--- config.mk ---
export PLATFORM = sky130hd
export DESIGN_NAME = cmem_fifo_ctrl
export DESIGN_NICKNAME = d
export VERILOG_FILES = /design/src/rtl/cmc_pkg.sv /design/src/rtl/cmc_chan.sv /design/src/rtl/cmc_ram.sv /design/src/rtl/cmc_portb.sv /design/src/rtl/cmem_fifo_ctrl.sv
export SDC_FILE = /design/constraint.sdc
export NUM_CORES = 1
export LEC_CHECK = 0
export ABC_AREA = 1
export CAP_MARGIN = 40
export CORE_MARGIN = 5
export CORE_UTILIZATION = 56
export DETAILED_ROUTE_END_ITERATION = 16
export DONT_BUFFER_PORTS = 1
export PLACE_DENSITY = 0.74
export SETUP_SLACK_MARGIN = 0.3
export SYNTH_ARGS = -nofsm -noshare
export SYNTH_HDL_FRONTEND = slang
export SYNTH_SLANG_ARGS = --single-unit
--- constraint.sdc ---
create_clock -name clk -period 2.9 [get_ports clk]
set_clock_uncertainty 0.1 [all_clocks]
set_input_delay 0.145 -clock clk [delete_from_list [all_inputs] [get_ports clk]]
set_output_delay 0.145 -clock clk [all_outputs]
set_load 0.02 [all_outputs]
--- src/rtl/cmc_pkg.sv ---
package cmc_pkg;
  typedef enum logic [1:0] {
    PB_IDLE   = 2'd0,
    PB_XB_RD  = 2'd1,
    PB_DMA_RD = 2'd2,
    PB_DMA_WR = 2'd3
  } portb_op_e;
endpackage

--- src/rtl/cmc_chan.sv ---
module cmc_chan #(
  parameter int DEPTH = 4,
  parameter int PW    = $clog2(DEPTH)
) (
  input  logic          clk,
  input  logic          rst_n,
  input  logic          push,
  input  logic          pop,
  output logic [PW-1:0] wslot,
  output logic [PW-1:0] rslot,
  output logic          full,
  output logic          empty
);
  logic [PW:0] wp, rp;

  always_ff @(posedge clk) begin
    if (!rst_n) begin
      wp <= '0;
      rp <= '0;
    end else begin
      if (push) wp <= wp + 1'b1;
      if (pop)  rp <= rp + 1'b1;
    end
  end

  assign wslot = wp[PW-1:0];
  assign rslot = rp[PW-1:0];
  assign empty = (wp == rp);
  assign full  = (wp[PW] != rp[PW]) && (wp[PW-1:0] == rp[PW-1:0]);

  // no push lands on a full channel
  a_r3_no_overflow: assert property (@(posedge clk) disable iff (!rst_n)
    push |-> !full);
  // full persists until a pop
  a_r3_full_holds: assert property (@(posedge clk) disable iff (!rst_n)
    (full && !pop) |=> full);
  // no pop from an empty channel
  a_r4_no_underflow: assert property (@(posedge clk) disable iff (!rst_n)
    pop |-> !empty);
  // empty persists until a push
  a_r4_empty_holds: assert property (@(posedge clk) disable iff (!rst_n)
    (empty && !push) |=> empty);
endmodule

--- src/rtl/cmc_ram.sv ---
module cmc_ram #(
  parameter int DW    = 16,
  parameter int AW    = 4,
  parameter int WORDS = 1 << AW
) (
  input  logic          clk,
  input  logic          a_we,
  input  logic [AW-1:0] a_addr,
  input  logic [DW-1:0] a_wdata,
  input  logic          b_en,
  input  logic          b_we,
  input  logic [AW-1:0] b_addr,
  input  logic [DW-1:0] b_wdata,
  output logic [DW-1:0] b_rdata
);
  logic [DW-1:0] mem [WORDS];

  always_ff @(posedge clk) begin
    if (a_we) mem[a_addr] <= a_wdata;
    if (b_en && b_we) mem[b_addr] <= b_wdata;
    if (b_en && !b_we) b_rdata <= mem[b_addr];
  end
endmodule

--- src/rtl/cmc_portb.sv ---
module cmc_portb
  import cmc_pkg::*;
#(
  parameter int               NCH      = 4,
  parameter int               CW       = $clog2(NCH),
  parameter logic [NCH-1:0]   DMA_FILL = '0
) (
  input  logic           clk,
  input  logic           rst_n,
  input  logic           dma_valid,
  input  logic           dma_write,
  input  logic [CW-1:0]  dma_chan,
  input  logic           xb_valid,
  input  logic [CW-1:0]  xb_chan,
  input  logic [NCH-1:0] full,
  input  logic [NCH-1:0] empty,
  output logic           dma_ready,
  output logic           xb_ready,
  output portb_op_e      op,
  output logic [CW-1:0]  sel_chan
);
  always_comb begin
    if (dma_write) dma_ready = DMA_FILL[dma_chan] && !full[dma_chan];
    else           dma_ready = !empty[dma_chan];
    xb_ready = !dma_valid && !empty[xb_chan];
    op       = PB_IDLE;
    sel_chan = xb_chan;
    if (dma_valid && dma_ready) begin
      op       = dma_write ? PB_DMA_WR : PB_DMA_RD;
      sel_chan = dma_chan;
    end else if (xb_valid && xb_ready) begin
      op = PB_XB_RD;
    end
  end

  // the crossbar never gets port B while the DMA engine holds valid
  a_r7_dma_owns_b: assert property (@(posedge clk) disable iff (!rst_n)
    dma_valid |-> (op != PB_XB_RD));
  // DMA pushes only reach DMA-filled channels
  a_r2_dma_push_owner: assert property (@(posedge clk) disable iff (!rst_n)
    (op == PB_DMA_WR) |-> DMA_FILL[sel_chan]);
endmodule

--- src/rtl/cmem_fifo_ctrl.sv ---
module cmem_fifo_ctrl
  import cmc_pkg::*;
#(
  parameter int             NCH      = 4,
  parameter int             DEPTH    = 4,
  parameter int             DW       = 16,
  parameter logic [NCH-1:0] DMA_FILL = 4'b1000,
  parameter int             CW       = $clog2(NCH),
  parameter int             PW       = $clog2(DEPTH)
) (
  input  logic          clk,
  input  logic          rst_n,
  input  logic          pw_valid,
  output logic          pw_ready,
  input  logic [CW-1:0] pw_chan,
  input  logic [DW-1:0] pw_data,
  input  logic          xb_req_valid,
  output logic          xb_req_ready,
  input  logic [CW-1:0] xb_req_chan,
  output logic          xb_rsp_valid,
  output logic [DW-1:0] xb_rsp_data,
  input  logic          dma_valid,
  output logic          dma_ready,
  input  logic          dma_write,
  input  logic [CW-1:0] dma_chan,
  input  logic [DW-1:0] dma_wdata,
  output logic          dma_rsp_valid,
  output logic [DW-1:0] dma_rdata
);
  localparam int AW = CW + PW;

  logic [NCH-1:0]         push, pop, full, empty;
  logic [NCH-1:0][PW-1:0] wslot, rslot;
  portb_op_e              op;
  logic [CW-1:0]          b_chan;
  logic                   pw_fire;
  logic [AW-1:0]          a_addr, b_addr;
  logic [DW-1:0]          b_rdata;

  assign pw_ready = !DMA_FILL[pw_chan] && !full[pw_chan];
  assign pw_fire  = pw_valid && pw_ready;

  cmc_portb #(.NCH(NCH), .CW(CW), .DMA_FILL(DMA_FILL)) u_portb (
    .clk(clk), .rst_n(rst_n),
    .dma_valid(dma_valid), .dma_write(dma_write), .dma_chan(dma_chan),
    .xb_valid(xb_req_valid), .xb_chan(xb_req_chan),
    .full(full), .empty(empty),
    .dma_ready(dma_ready), .xb_ready(xb_req_ready),
    .op(op), .sel_chan(b_chan)
  );

  for (genvar c = 0; c < NCH; c++) begin : g_chan
    assign push[c] = (pw_fire && pw_chan == CW'(c)) ||
                     (op == PB_DMA_WR && b_chan == CW'(c));
    assign pop[c]  = (op == PB_XB_RD || op == PB_DMA_RD) && b_chan == CW'(c);

    cmc_chan #(.DEPTH(DEPTH), .PW(PW)) u_chan (
      .clk(clk), .rst_n(rst_n), .push(push[c]), .pop(pop[c]),
      .wslot(wslot[c]), .rslot(rslot[c]), .full(full[c]), .empty(empty[c])
    );

    // at most one producer may advance a channel in any cycle
    a_r2_one_producer: assert property (@(posedge clk) disable iff (!rst_n)
      $onehot0({pw_fire && pw_chan == CW'(c), op == PB_DMA_WR && b_chan == CW'(c)}));
  end

  assign a_addr = {pw_chan, wslot[pw_chan]};
  assign b_addr = {b_chan, (op == PB_DMA_WR) ? wslot[b_chan] : rslot[b_chan]};

  cmc_ram #(.DW(DW), .AW(AW)) u_ram (
    .clk(clk),
    .a_we(pw_fire), .a_addr(a_addr), .a_wdata(pw_data),
    .b_en(op != PB_IDLE), .b_we(op == PB_DMA_WR),
    .b_addr(b_addr), .b_wdata(dma_wdata), .b_rdata(b_rdata)
  );

  always_ff @(posedge clk) begin
    if (!rst_n) begin
      xb_rsp_valid  <= 1'b0;
      dma_rsp_valid <= 1'b0;
    end else begin
      xb_rsp_valid  <= (op == PB_XB_RD);
      dma_rsp_valid <= (op == PB_DMA_RD);
    end
  end

  assign xb_rsp_data = b_rdata;
  assign dma_rdata   = b_rdata;

  // an accepted crossbar pop answers in the next cycle
  a_r8_xb_rsp_next: assert property (@(posedge clk) disable iff (!rst_n)
    (xb_req_valid && xb_req_ready) |=> xb_rsp_valid);
  // an accepted DMA pop answers in the next cycle
  a_r8_dma_rsp_next: assert property (@(posedge clk) disable iff (!rst_n)
    (dma_valid && dma_ready && !dma_write) |=> dma_rsp_valid);
  // a processor push is never blocked by port-B traffic
  a_r6_port_a_free: assert property (@(posedge clk) disable iff (!rst_n)
    (pw_valid && !DMA_FILL[pw_chan] && !full[pw_chan]) |-> pw_ready);
endmodule

# Word level (Yosys, flattened, before mapping)
# Memory sizes are Yosys's and may differ from the RTL's. A register that Yosys moved wholly into a read port is not among the register bits.
# Index checks and enable logic that the tools add are counted.
[op_classes] n_lt_le_gt_ge=4 addsub=8 n_eq_ne=21 muxes=28 n_reduce_logical=39
[ops] cell="3-bit by 1-bit adder with 3-bit output (second input constant)" n=8
[ops] cell="1-bit logical AND" n=24
[ops] cell="1-bit two-way mux" n=13
[ops] cell="1-bit binary-select mux with 2-bit select" n=6
[ops] cell="2-bit binary-select mux with 2-bit select" n=3
[ops] cell="2-bit == test (second input constant)" n=6
[ops] cell="3-bit == test" n=4
[ops] cell="2-bit by 3-bit less-than comparator with 1-bit output (second input constant)" n=4
[ops] cell="2-bit two-way mux" n=6
[ops] cell="2-bit == test" n=4
[ops] cell="1-bit zero test" n=7
[ops] cell="2-bit by 1-bit == test with 1-bit output (second input constant)" n=3
[ops] cell="1-bit logical OR" n=5
[ops] cell="2-bit zero test" n=2
[ops] cell="1-bit inequality test" n=4
[ops] cell="2-bit nonzero test" n=1
[totals] reg_bits=26 elab_cells=111 memories=1 mem_bits_rw=256 out_inout_bits=37
[memory_table] memory="u_ram.mem" depth=16 word_bits=16 rd=1 rd_ports_with_merged_regs=1 wr=2 line="cmc_ram.sv:16" text="logic [DW-1:0] mem [WORDS];"

# Depth between registers and ports, before layout
# Gate-level depths: netlist (run 1).
[depth] ltp_word=13 depth_mapped=25 ltp_nobuf=23

# Hierarchy
# A second synthesis (run 1) with hierarchy kept.
[hier_totals] hier_cells=2061 area_unflattened_um2=16121.7
[modules_own_cells] module="cmc_ram" cells_each=1731 area_per_inst_um2=14027.2 seq_area_each_um2=8167.8 instances=1
[modules_own_cells] module="cmc_chan" cells_each=42 area_per_inst_um2=315.3 seq_area_each_um2=120.1 instances=4
[modules_own_cells] module="cmem_fifo_ctrl" cells_each=122 area_per_inst_um2=654.4 seq_area_each_um2=40.0 instances=1
[modules_own_cells] module="cmc_portb" cells_each=40 area_per_inst_um2=178.9 seq_area_each_um2=0.0 instances=1

# Least setup slack after synthesis (run 1)
# Ideal clock, no wire load.
[synth_path] path_type="reg-to-reg" startpoint="register g_chan[0].u_chan.rp[0]" endpoint="memory u_ram.mem[0][0], enable pin" arrival_time_ns=2.741 synth_period_minus_slack_ns=3.229 path_stages_with_launch=11 required_ns=2.412 n_path_buf=0 slack_ns=-0.329 cell_sequence="dfxtp_1 inv_2 nand2_1 nand2_1 nand3_1 nor2_1 nor4b_1 nand2_1 nor2_1 inv_1 nor2_1"
[synth_rtl] element="start, declared" line="cmc_chan.sv:14" text="logic [PW:0] wp, rp;"
[synth_rtl] element="start signal, assigned" line="cmc_chan.sv:22" text="if (pop) rp <= rp + 1'b1;"
[synth_rtl] element="end, declared" line="cmc_ram.sv:16"

# Final worst setup path (run 1)
[layout_path] startpoint="register g_chan[2].u_chan.rp[0]" endpoint="register u_ram.b_rdata[15] (read register of u_ram.mem), data pin"
[layout_between] elab_chain_len=12
[layout_rtl] element="start, declared" line="cmc_chan.sv:14"
[layout_rtl] element="start signal, assigned" line="cmc_chan.sv:22"
[layout_rtl] element="2-bit == test" line="cmc_chan.sv:29" text="assign full = (wp[PW] != rp[PW]) && (wp[PW-1:0] == rp[PW-1:0]);"
[layout_rtl] element="1-bit logical AND" line="cmc_chan.sv:29"
[layout_rtl] element="1-bit binary-select mux with 2-bit select" line="cmc_portb.sv:23" text="if (dma_write) dma_ready = DMA_FILL[dma_chan] && !full[dma_chan];"
[layout_rtl] element="1-bit two-way mux (implied by the code)" line="cmc_portb.sv:23"
[layout_rtl] element="1-bit zero test" line="cmc_portb.sv:23"
[layout_rtl] element="1-bit logical AND" line="cmc_portb.sv:23"
[layout_rtl] element="1-bit two-way mux" line="cmc_portb.sv:23"
[layout_rtl] element="1-bit logical AND" line="cmc_portb.sv:28" text="if (dma_valid && dma_ready) begin"
[layout_rtl] element="2-bit two-way mux" line="cmc_portb.sv:28"
[layout_rtl] element="2-bit binary-select mux with 2-bit select / 2-bit == test (equally long branches)" line="cmem_fifo_ctrl.sv:68, cmem_fifo_ctrl.sv:73"
[layout_rtl] element="2-bit two-way mux (implied by the code) / 1-bit zero test (equally long branches)" line="cmem_fifo_ctrl.sv:68, cmc_ram.sv:21"
[layout_rtl] element="2-bit two-way mux / 1-bit logical AND (equally long branches)" line="cmem_fifo_ctrl.sv:68, cmc_ram.sv:21"
[layout_rtl] element="end, declared" line="cmc_ram.sv:14" text="output logic [DW-1:0] b_rdata"
# Several ways; a longest one is shown, not always the timed one. The select of a mux whose other input is x is not followed.
# A chain may end at the register's enable or synchronous reset.

==> out/summary.txt, run 1 <==
Status -> finished, violations left
Failing checks -> negative hold slack, negative setup slack
Worst hold path type -> input port to flip-flop
Gpl congestion -> 0.893
ANT nets after route -> 0
Largest net degree at the start of global routing -> 36
Row cnt -> 59
Critical path type -> flip-flop to flip-flop
Routed WL per cell -> 22.5 um
Yosys top cell area share -> 0.548
Non-filler cells in the finished layout -> 2003
DRC errors left -> 0
Die X -> 173 um
Antenna violations before repair -> 1
Reg clk slew, reported paths -> 0.06 ns
Syn-to-layout area delta -> 21.3%
H-tree depth -> 1
RSZ-0062 raised after global routing -> yes
Ys Warns -> 0
Reg2reg start -> g_chan[2].u_chan.rp[0]
Clk sinks -> 298
Cell leakage power -> 7.66 nW
Tcrit/Tclk final -> 1.10
Max stage delay on crit path -> 0.36 ns
Cell taking the most area after synthesis -> edfxtp_1
Initial drt markers -> 1656
Final setup vio count -> 144
Port Buffers -> 0
Area of the die -> 30000 sq um
Max-slew violations -> 0
WP buf/inv -> 7
Critical path launch point -> g_chan[2].u_chan.rp[0]
Initial Util -> 0.570
Crit end category -> flip-flop
TritonCTS buffer count -> 30
Die Height -> 173 um
CTS tree -> built
End of the worst register-to-register path -> u_ram.b_rdata[15]
Post-synthesis register bit count -> 298
CTS root buf -> clkbuf_16
Mean post-synth cell area -> 8.68 sq um
Final #Nets -> 1695
Filler cell count in the final layout -> 1795
Stages on the worst setup path -> 24
Placeable core region -> 26100 sq um
P per Cell Area -> 603 nW/um^2
Dpl cells -> 1852
Reg area -> 8710 sq um
Top delay family on crit path -> simple AND/OR/NAND/NOR gates
Layout cell share with drive strength beyond 1 -> 0.225
Startpoint class of the critical path -> flip-flop
Tmin final -> 3.18 ns
Max frequency -> 314 MHz
Post-synthesis sequential area ratio -> 0.583
Slowest cell on crit path -> dfxtp_2
Final hold slack -> -0.00409 ns
Worst r2r path cells -> 24
Reg2Reg Setup Slack -> -0.28 ns
Multi-input logic area -> 5090 sq um
Critical Path AT -> 3.40 ns
GRT Resource Usage Total -> 0.272
TritonRoute pass-1 iters -> 8
Setup ws final -> -0.282 ns
Crit-path most repeated cell -> nand2_1
DR vias -> 12200
Max_cap viols -> 0
Clock latency on the worst-skew pair -> 0.57 ns
Peak supply drop -> 0.000571 V
Cells after synthesis -> 1717
Vias per cell -> 6.07
Measured slew at the worst slew-check pin -> 0.816 ns
First-pass GRT wire length -> 64700 um
Synth area leaders -> edfxtp_1, nand2_1, nand3_1, clkbuf_1, dfxtp_1
Cell breakdown of the critical path -> inv_2 -> nand2_2 -> nand2_2 -> nand4_1 -> nand2_1 -> nor2_2 -> nand2_2 -> nand2_4 -> nand2_8 -> buf_4 -> inv_4 -> nand2_8 -> nor2_4 -> clkinv_4 -> buf_12 -> buf_4 -> nand3_1 -> nand2_1 -> nand2_2 -> nand2_1 -> nand2_1 -> nand2_1 -> inv_1 -> nand2_1
Post-synthesis net count -> 1769
Netlist cell types -> 36
Total grt overflow -> 0
Critical Path Sink -> u_ram.b_rdata[15]
Mapped cell area -> 14900 sq um
Ports -> 81
Vias in the first global route -> 11700
Total Power -> 0.0109 W
Max_slew headroom -> 0.455
Final hold violations -> 1
CP required -> 3.12 ns
Worst Path Max Fanout -> 7
Routed wire length -> 45000 um
CTS max path bufs -> 3
Post-DP HPWL -> 24200 um
## registers in the layout, summed over array words and instances, names as in the netlist
register / cells
xb_rsp_valid: 1
dma_rsp_valid: 1
g_chan.u_chan.wp: 12
u_ram.mem: 256
g_chan.u_chan.rp: 12
u_ram.b_rdata: 16
## stage by stage
step	worst slack (ns)	utilization	setup TNS (ns)	instance area [sq um]
after global placement	0.0733	0.580	0	15200
final	-0.282	0.692	-14.56	18100
after detailed placement	-0.00719	0.580	-0.00826	15200
after global routing	-0.412	0.692	-33.87	18100
after floorplan	0.232	-	0	15000
after CTS	0.0940	0.669	0	17500
## synth_stat cells, drive strengths merged
| master | count |
|---|---|
| a22oi | 1 |
| xnor2 | 8 |
| nor4b | 1 |
| inv | 87 |
| clkinv | 1 |
| o21ai | 84 |
| o211ai | 4 |
| nor2 | 36 |
| nand3 | 198 |
| buf | 82 |
| o221ai | 1 |
| edfxtp | 272 |
| o21a | 1 |
| a21oi | 23 |
| clkbuf | 219 |
| nand2 | 648 |
| nor3 | 7 |
| dfxtp | 26 |
| ha | 8 |
| a31oi | 3 |
| nand4 | 1 |
| nor3b | 2 |
| a221oi | 1 |
| and3 | 3 |
## kinds of logic after synthesis
family                     Yosys count  share of synthesized area
and+or+nand+nor                    896                      0.249
buffers and inverters              389                      0.114
DFF                                298                      0.583
AOI/OAI and AO/OA                  118                     0.0427
xor gates and xnor gates             8                    0.00470
adders and majority gates            8                    0.00672
## layer usage
metal | vias up | GRT usage | share of wire
li1 | 5325 | - | -
met1 | 5710 | 0.345 | 0.35
met2 | 908 | 0.453 | 0.48
met3 | 218 | 0.0483 | 0.11
met4 | 0 | 0.137 | 0.060
met5 | - | 0 | 0
## layout by cell type (no fill, tap or decap), types with 23 or more instances in the layout
cell type	count
nand2_1	569
buf_4	70
dlygate4sd3_1	41
o21ai_0	50
nand3_1	189
buf_12	39
a21oi_1	23
inv_1	62
nand2_2	61
edfxtp_1	272
clkbuf_16	36
## worst register-to-register path, stage by stage (launching register included)
cell	delay, ns
dfxtp_2	0.36
inv_2	0.05
nand2_2	0.05
nand2_2	0.05
nand4_1	0.18
nand2_1	0.14
nor2_2	0.14
nand2_2	0.08
nand2_4	0.12
nand2_8	0.11
buf_4	0.16
inv_4	0.08
nand2_8	0.08
nor2_4	0.13
clkinv_4	0.13
buf_12	0.18
buf_4	0.15
nand3_1	0.12
nand2_1	0.12
nand2_2	0.10
nand2_1	0.09
nand2_1	0.07
nand2_1	0.06
inv_1	0.05
nand2_1	0.04
## worst min path at each step
stage                     startpoint  slack [ns]  cells after the start                     end
after floorplan                rst_n        0.18                      2  g_chan[0].u_chan.wp[2]
after global placement    pw_data[2]        0.15                      0         u_ram.mem[4][2]
after detailed placement  pw_data[2]        0.15                      0         u_ram.mem[0][2]
after CTS                  dma_valid       0.009                      6           dma_rsp_valid
after global routing       dma_valid        0.05                      5  g_chan[2].u_chan.rp[2]
final                      dma_valid      -0.004                      5  g_chan[2].u_chan.rp[2]
## power by group
part / switching (W) / internal (W)
Sequential: 0.000102 / 0.00479
Combinational: 0.00130 / 0.000837
Clock: 0.00170 / 0.00217
## cell type report
type                            instances  share of cell area
Tap cell                              335              0.0232
Clock inverter                         24              0.0120
Clock buffer                           32              0.0420
Sequential cell                       298               0.482
Antenna cell                            1            0.000138
Inverter                               88              0.0197
Multi-Input combinational cell       1031               0.282
Timing Repair Buffer                  194               0.140
## repair_timing
item	4_1_cts	5_1_grt
hold buffers	43	0
endpoints found under the setup margin	228	347
endpoints found under the hold margin	282	0
resized for setup	90	151
buffers inserted	23	9
cloned	14	5
pin swaps	12	35
Power figures use the tool's default switching activity.
==> inputs of run 2 (changes only) <==
CELL_PAD_IN_SITES_DETAIL_PLACEMENT = 1   (was unset)
CELL_PAD_IN_SITES_GLOBAL_PLACEMENT = 1   (was unset)
CORE_UTILIZATION = 44   (was 56)
PLACE_DENSITY = unset   (was 0.74)
PLACE_DENSITY_LB_ADDON = 0.1   (was unset)
==> run 2 against run 1 <==
- the flow finishes with violations (negative setup slack)
- critical path depth shrank 2
- wire length up 13%
- clock-buffer cell count rose by 19
- non-clock buffer count up 43
- worst hold slack improved by 0.021 ns
- sequential cell count stayed put
- largest cell class unchanged
==> out/summary.txt, run 2 (synthesis results as in run 1) <==
Leading cell type in the layout, fill and taps excluded -> nand2_1
Row cnt -> 67
Most flops, register -> u_ram.mem
Worst hold path type -> input port to flip-flop
Sw frac -> 0.283
Tmin final -> 3.15 ns
Tcrit/Tclk final -> 1.09
Initial drt markers -> 932
CP required -> 3.07 ns
Commonest cells after routing, fill and taps aside -> nand2_1, edfxtp_1, nand3_1
Max_cap viols -> 0
Max-slew violations -> 0
Worst hold start -> dma_write
TritonRoute pass-1 iters -> 5
Internal power -> 0.00801 W
Flop pwr share -> 0.438
Final #Nets -> 1741
Fin Setup TNS -> -19.28 ns
ANT nets after route -> 0
Critical Path AT -> 3.32 ns
CTS root buf -> clkbuf_16
Largest registers -> u_ram.mem x256, u_ram.b_rdata x16
Cell leakage power -> 7.85 nW
Peak supply drop -> 0.000368 V
CTS tree -> built
Routed wire length -> 50800 um
Hold depth -> 4
Final hold slack -> 0.0172 ns
Clock latency on the worst-skew pair -> 0.52 ns
Syn-to-layout area delta -> 25.2%
Slowest cell on crit path -> dfxtp_1
Setup ws final -> -0.248 ns
Antenna violations before repair -> 2
Vias in the first global route -> 12000
Total grt overflow -> 0
Initial Util -> 0.446
Die Height -> 194 um
Routed WL per cell -> 23.5 um
Reg2reg start -> g_chan[1].u_chan.wp[0]
Status -> finished, violations left
Total Power -> 0.0112 W
TritonCTS buffer count -> 34
GRT Resource Usage Total -> 0.250
Share of total power in combinational logic -> 0.195
Gpl congestion -> 0.815
Measured slew at the worst slew-check pin -> 0.906 ns
Crit-path most repeated cell -> nand2_1
DRC errors left -> 0
Worst r2r path cells -> 22
Largest register FFs -> 256
DR vias -> 11700
Layout cell share with drive strength beyond 1 -> 0.231
Max stage delay on crit path -> 0.34 ns
First-pass GRT wire length -> 73100 um
Reg2Reg Setup Slack -> -0.25 ns
P per Cell Area -> 598 nW/um^2
Startpoint class of the critical path -> flip-flop
Crit end category -> flip-flop
Cell breakdown of the critical path -> xnor2_2 -> nand3_2 -> nand2_1 -> nand3_1 -> nand2_2 -> nand2_4 -> nand2_8 -> nand2_1 -> o21ai_2 -> buf_4 -> o211ai_1 -> buf_4 -> nand3_4 -> nand2_8 -> buf_12 -> buf_16 -> nand2_1 -> nand2_1 -> nand2_1 -> nand2_1 -> inv_1 -> nand2_1
Multi-input logic area -> 5100 sq um
P_sw -> 0.00316 W
Critical path type -> flip-flop to flip-flop
Vias per cell -> 5.41
H-tree depth -> 2
RSZ-0062 raised after global routing -> yes
Ports -> 81
Placeable core region -> 33400 sq um
Clock Power Share -> 0.368
Area of the die -> 37600 sq um
Hold path endpoint -> g_chan[3].u_chan.wp[1]
Clk sinks -> 298
Max_slew headroom -> 0.394
End of the worst register-to-register path -> u_ram.b_rdata[3]
Port Buffers -> 0
Worst Path Max Fanout -> 10
Final setup vio count -> 141
Reg area -> 8710 sq um
CTS max path bufs -> 3
Max frequency -> 318 MHz
Post-DP HPWL -> 29700 um
Filler cell count in the final layout -> 3608
Largest net degree at the start of global routing -> 38
Reg clk slew, reported paths -> 0.06 ns
Failing checks -> negative setup slack
Die X -> 194 um
Final hold violations -> 0
-- run 2: cell types whose count changed in the layout (fill, tap and decap cells not counted), sizes merged --
| cell | previous run | this run |
|---|---|---|
| dlymetal6s4s | 2 | 1 |
| clkbuf | 38 | 58 |
| buf | 140 | 184 |
| inv | 83 | 80 |
| clkinvlp | 6 | 5 |
| nand2 | 649 | 648 |
| bufbuf | 5 | 1 |
| dlygate4sd3 | 41 | 44 |
| bufinv | 3 | 1 |
| clkinv | 20 | 11 |
-- run 2: cell type report --
type                       count  area share
multi-input combinational   1030       0.273
clock buffer                  51      0.0518
timing repair buffer         237       0.155
inverter                      88      0.0193
tap                          448      0.0300
antenna                        1    0.000134
clock inverter                 9     0.00409
sequential                   298       0.467
-- run 2: worst max path at each step --
stage,startpoint,to,slack [ns],cells after the start
3_5_place_dp,g_chan[1].u_chan.wp[2],u_ram.b_rdata[9],-0.23,20
5_1_grt,g_chan[2].u_chan.rp[2],u_ram.b_rdata[6],-0.33,23
6_report,g_chan[1].u_chan.wp[0],u_ram.b_rdata[3],-0.25,22
4_1_cts,g_chan[2].u_chan.rp[2],u_ram.b_rdata[6],-0.06,24
2_1_floorplan,g_chan[0].u_chan.rp[0],u_ram.mem[0][0],0.23,10
3_3_place_gp,g_chan[2].u_chan.wp[1],u_ram.b_rdata[9],-0.08,20
-- run 2: worst max-delay path, delay by kind of cell (launching register included) --
family | cells | cell delay [ns]
flip-flops | 1 | 0.34
AND/OR/NAND/NOR | 14 | 1.22
AO/OA/AOI/OAI | 2 | 0.25
buffers and inverters | 5 | 0.75
XOR/XNOR | 1 | 0.21
-- run 2: metrics by stage --
stage	worst slack, ns	utilization	area (sq um)	std cells
global route	-0.327	0.558	18700	2161
finish	-0.248	0.558	18700	2162
global placement	-0.0846	0.465	15600	1990
detailed placement	-0.234	0.465	15600	1990
floorplan	0.232	-	15000	1717
CTS	-0.0613	0.536	17900	2138
-- run 2: per-layer routing --
layer	wire length [um]	vias to the layer above	global-route usage
li1	-	5404	-
met1	21600	5888	0.337
met2	25100	340	0.431
met3	2940	64	0.0358
met4	1200	2	0.0586
met5	13	-	0
-- run 2: power groups by stage --
stage / Clock (W) / Sequential [W] / Combinational, W
finish: 0.00411 / 0.00489 / 0.00217
global route: 0.00436 / 0.00489 / 0.00236
CTS: 0.00416 / 0.00489 / 0.00197
detailed placement: 0 / 0.00498 / 0.00167
global placement: 0 / 0.00498 / 0.00164
floorplan: 0 / 0.00494 / 0.00119
-- run 2: repair_timing --
item                                    4_1_cts  5_1_grt
pin swaps                                    14       49
gates resized for setup                     118      164
endpoints found under the setup margin      228      355
hold endpoints to repair                    282        0
hold buffers                                 45        0
buffers inserted                             36       17
cloned                                        7        6
==> inputs of run 3 (changes only) <==
ABC_AREA = unset   (was 1)
CORE_UTILIZATION = 47   (was 44)
==> run 3 against run 2 <==
- the run ends with negative hold slack, negative setup slack left
- sequential share of layout area rose by 2.8 points
- worst hold slack got worse by 0.031 ns
- critical path depth fell by 9
- register-to-register slack got worse by 0.51 ns
- sequential cell count did not move
==> out/summary.txt, run 3 <==
Post-route cell area -> 17600 sq um
Flop pwr share -> 0.462
Cell taking the most area after synthesis -> edfxtp_1
Dpl cells -> 1390
Measured slew at the worst slew-check pin -> 0.823 ns
Cell breakdown of the critical path -> xnor2_4 -> nand4_1 -> o2111a_2 -> o32ai_4 -> buf_12 -> a41oi_4 -> a21oi_4 -> buf_12 -> buf_12 -> buf_12 -> mux2i_2 -> o22ai_2 -> or4_4
Final setup vio count -> 117
Synth area leaders -> edfxtp_1, mux2i_1, clkbuf_1, dfxtp_1, mux2_2
Leading cell type in the layout, fill and taps excluded -> edfxtp_1
Status -> finished, violations left
DRC errors left -> 0
Final #Nets -> 1178
Post-synthesis register bit count -> 298
Peak supply drop -> 0.000488 V
CTS root buf -> clkbuf_16
Critical Path AT -> 3.80 ns
Final Util -> 0.599
Clock Power Share -> 0.399
Die Height -> 182 um
Initial Util -> 0.472
Yosys top cell area share -> 0.588
RSZ-0062 raised after global routing -> yes
Slowest cell on crit path -> or4_4
Antenna violations before repair -> 1
Die X -> 182 um
Fin Setup TNS -> -50.11 ns
CP required -> 3.04 ns
Largest net degree at the start of global routing -> 31
Non-filler cells in the finished layout -> 1539
Async S/R FF share, synth -> 0
Crit-path most repeated cell -> buf_12
Routed wire length -> 41900 um
Area of the die -> 33100 sq um
Critical path type -> flip-flop to flip-flop
Mean post-synth cell area -> 12.4 sq um
H-tree depth -> 2
Clock latency on the worst-skew pair -> 0.52 ns
TritonCTS buffer count -> 34
Max_slew headroom -> 0.450
CTS tree -> built
Clk sinks -> 298
Startpoint class of the critical path -> flip-flop
Top FF cell, synth -> edfxtp_1
Row cnt -> 63
ANT cells -> 0
Layout cell share with drive strength beyond 1 -> 0.358
Internal power -> 0.00797 W
Stages on the worst setup path -> 13
Tmin final -> 3.66 ns
Worst Path Max Fanout -> 6
Syn-to-layout area delta -> 26.9%
WP buf/inv -> 4
Ys Warns -> 0
Largest register FFs -> 256
Mapped cell area -> 13900 sq um
Placeable core region -> 29400 sq um
Ports -> 81
Final hold slack -> -0.0138 ns
Gpl congestion -> 0.921
GRT Resource Usage Total -> 0.234
Cells after synthesis -> 1124
Vias per cell -> 5.79
First-pass GRT wire length -> 59100 um
Tcrit/Tclk final -> 1.26
Hold depth -> 4
Total grt overflow -> 0
P per Cell Area -> 596 nW/um^2
Initial drt markers -> 772
Area after DPL -> 14700 sq um
Sw frac -> 0.242
Post-synthesis sequential area ratio -> 0.626
CTS max path bufs -> 3
Share of total power in combinational logic -> 0.139
Cell leakage power -> 6.62 nW
Netlist cell types -> 69
Crit end category -> flip-flop
Most flops, register -> u_ram.mem
ANT nets after route -> 0
Worst r2r path cells -> 13
Most common cell in the netlist -> edfxtp_1
Max-slew violations -> 0
Max frequency -> 273 MHz
Setup ws final -> -0.756 ns
Port Buffers -> 0
EDFF count, synth -> 272
Routed WL per cell -> 27.2 um
Top post-synthesis cells by count -> edfxtp_1, clkbuf_1, nand2_1, mux2i_1, nor2_1
Total Power -> 0.0105 W
P_sw -> 0.00254 W
Post-DP HPWL -> 26500 um
DR vias -> 8917
Reg clk slew, reported paths -> 0.06 ns
TritonRoute pass-1 iters -> 5
Worst hold path type -> input port to flip-flop
Max_cap viols -> 0
Largest registers -> u_ram.mem x256, u_ram.b_rdata x16
Final hold violations -> 1
Failing checks -> negative hold slack, negative setup slack
Commonest cells after routing, fill and taps aside -> edfxtp_1, buf_4, nand2_1
Vias in the first global route -> 9379
Post-synthesis net count -> 1176
Max stage delay on crit path -> 0.52 ns
Top delay family on crit path -> compound AO/OA/AOI/OAI gates
## run 3: cell types whose count changed in the layout (fill, tap and decap cells not counted), sizes merged, moves of 8 or more
cell     previous run  this run
mux2i               0        95
nor2               36        50
o21ai              84         7
or4                 0        15
nand2             648        97
mux2                0        48
o2bb2ai             0         8
o22ai               0        47
inv                80        12
nand3             198        21
xor2                0        13
## run 3: worst min-delay path: stages
cell and delay [ns]:
nand4b_1 0.09, buf_6 0.16, mux2i_1 0.09, nor2_1 0.07
## run 3: through the flow
step	hold slack [ns]	setup WS [ns]
after floorplan	0.191	-0.424
after global placement	0.145	-0.686
after detailed placement	0.145	-0.771
after CTS	0.00170	-0.603
after global routing	-0.00269	-0.853
final	-0.0138	-0.756
## run 3: power by group through the flow
stage	Clock [W]	Sequential [W]	Combinational, W
after floorplan	0	0.00491	0.000733
after global placement	0	0.00493	0.000943
after detailed placement	0	0.00494	0.000981
after CTS	0.00424	0.00485	0.00118
after global routing	0.00446	0.00485	0.00153
final	0.00419	0.00485	0.00146
## run 3: final cells by class
| class | instances | area (sq um) |
|---|---|---|
| Tap cell | 390 | 488 |
| Timing Repair inverter | 1 | 30.0 |
| Clock inverter | 14 | 146 |
| Timing Repair Buffer | 232 | 2520 |
| Multi-Input combinational cell | 544 | 4730 |
| Clock buffer | 45 | 913 |
| Fill cell | 2746 | 11800 |
| Sequential cell | 298 | 8710 |
| Inverter | 15 | 90.1 |
## run 3: cells by family (layout without fill, tap and decap cells)
family          after synthesis  after routing  share of synthesized area
compound gates              144            144                     0.0754
buf+inv                     282            307                     0.0867
simple gates                219            219                     0.0724
flops                       298            298                      0.626
xor+xnor                     28             28                     0.0196
mux                         145            145                      0.113
fa+ha+maj                     8              8                    0.00721
## run 3: worst paths after layout
| check | slack [ns] | startpoint | end |
|---|---|---|---|
| setup / recovery | -0.76 | g_chan[3].u_chan.wp[0] | u_ram.b_rdata[1] |
| hold / removal | -0.01 | pw_valid | g_chan[2].u_chan.wp[1] |
| setup reg to reg | -0.76 | g_chan[3].u_chan.wp[0] | u_ram.b_rdata[1] |
| hold reg to reg | 0.51 | g_chan[1].u_chan.rp[2] | g_chan[1].u_chan.rp[2] |
## run 3: what timing repair did
action,in CTS,in global routing
pin swaps,8,50
resized for setup,63,87
cloned,3,11
setup endpoints to repair,156,157
endpoints found under the hold margin,262,0
buffers inserted,14,22
hold buffers,40,0
## run 3: layer usage
metal  GRT usage  vias to the layer above  share of wire
met2       0.371                      290           0.48
li1            -                     3933              -
met1       0.343                     4635           0.45
met5           0                        -        0.00031
met4      0.0492                        2          0.017
met3      0.0381                       57          0.060
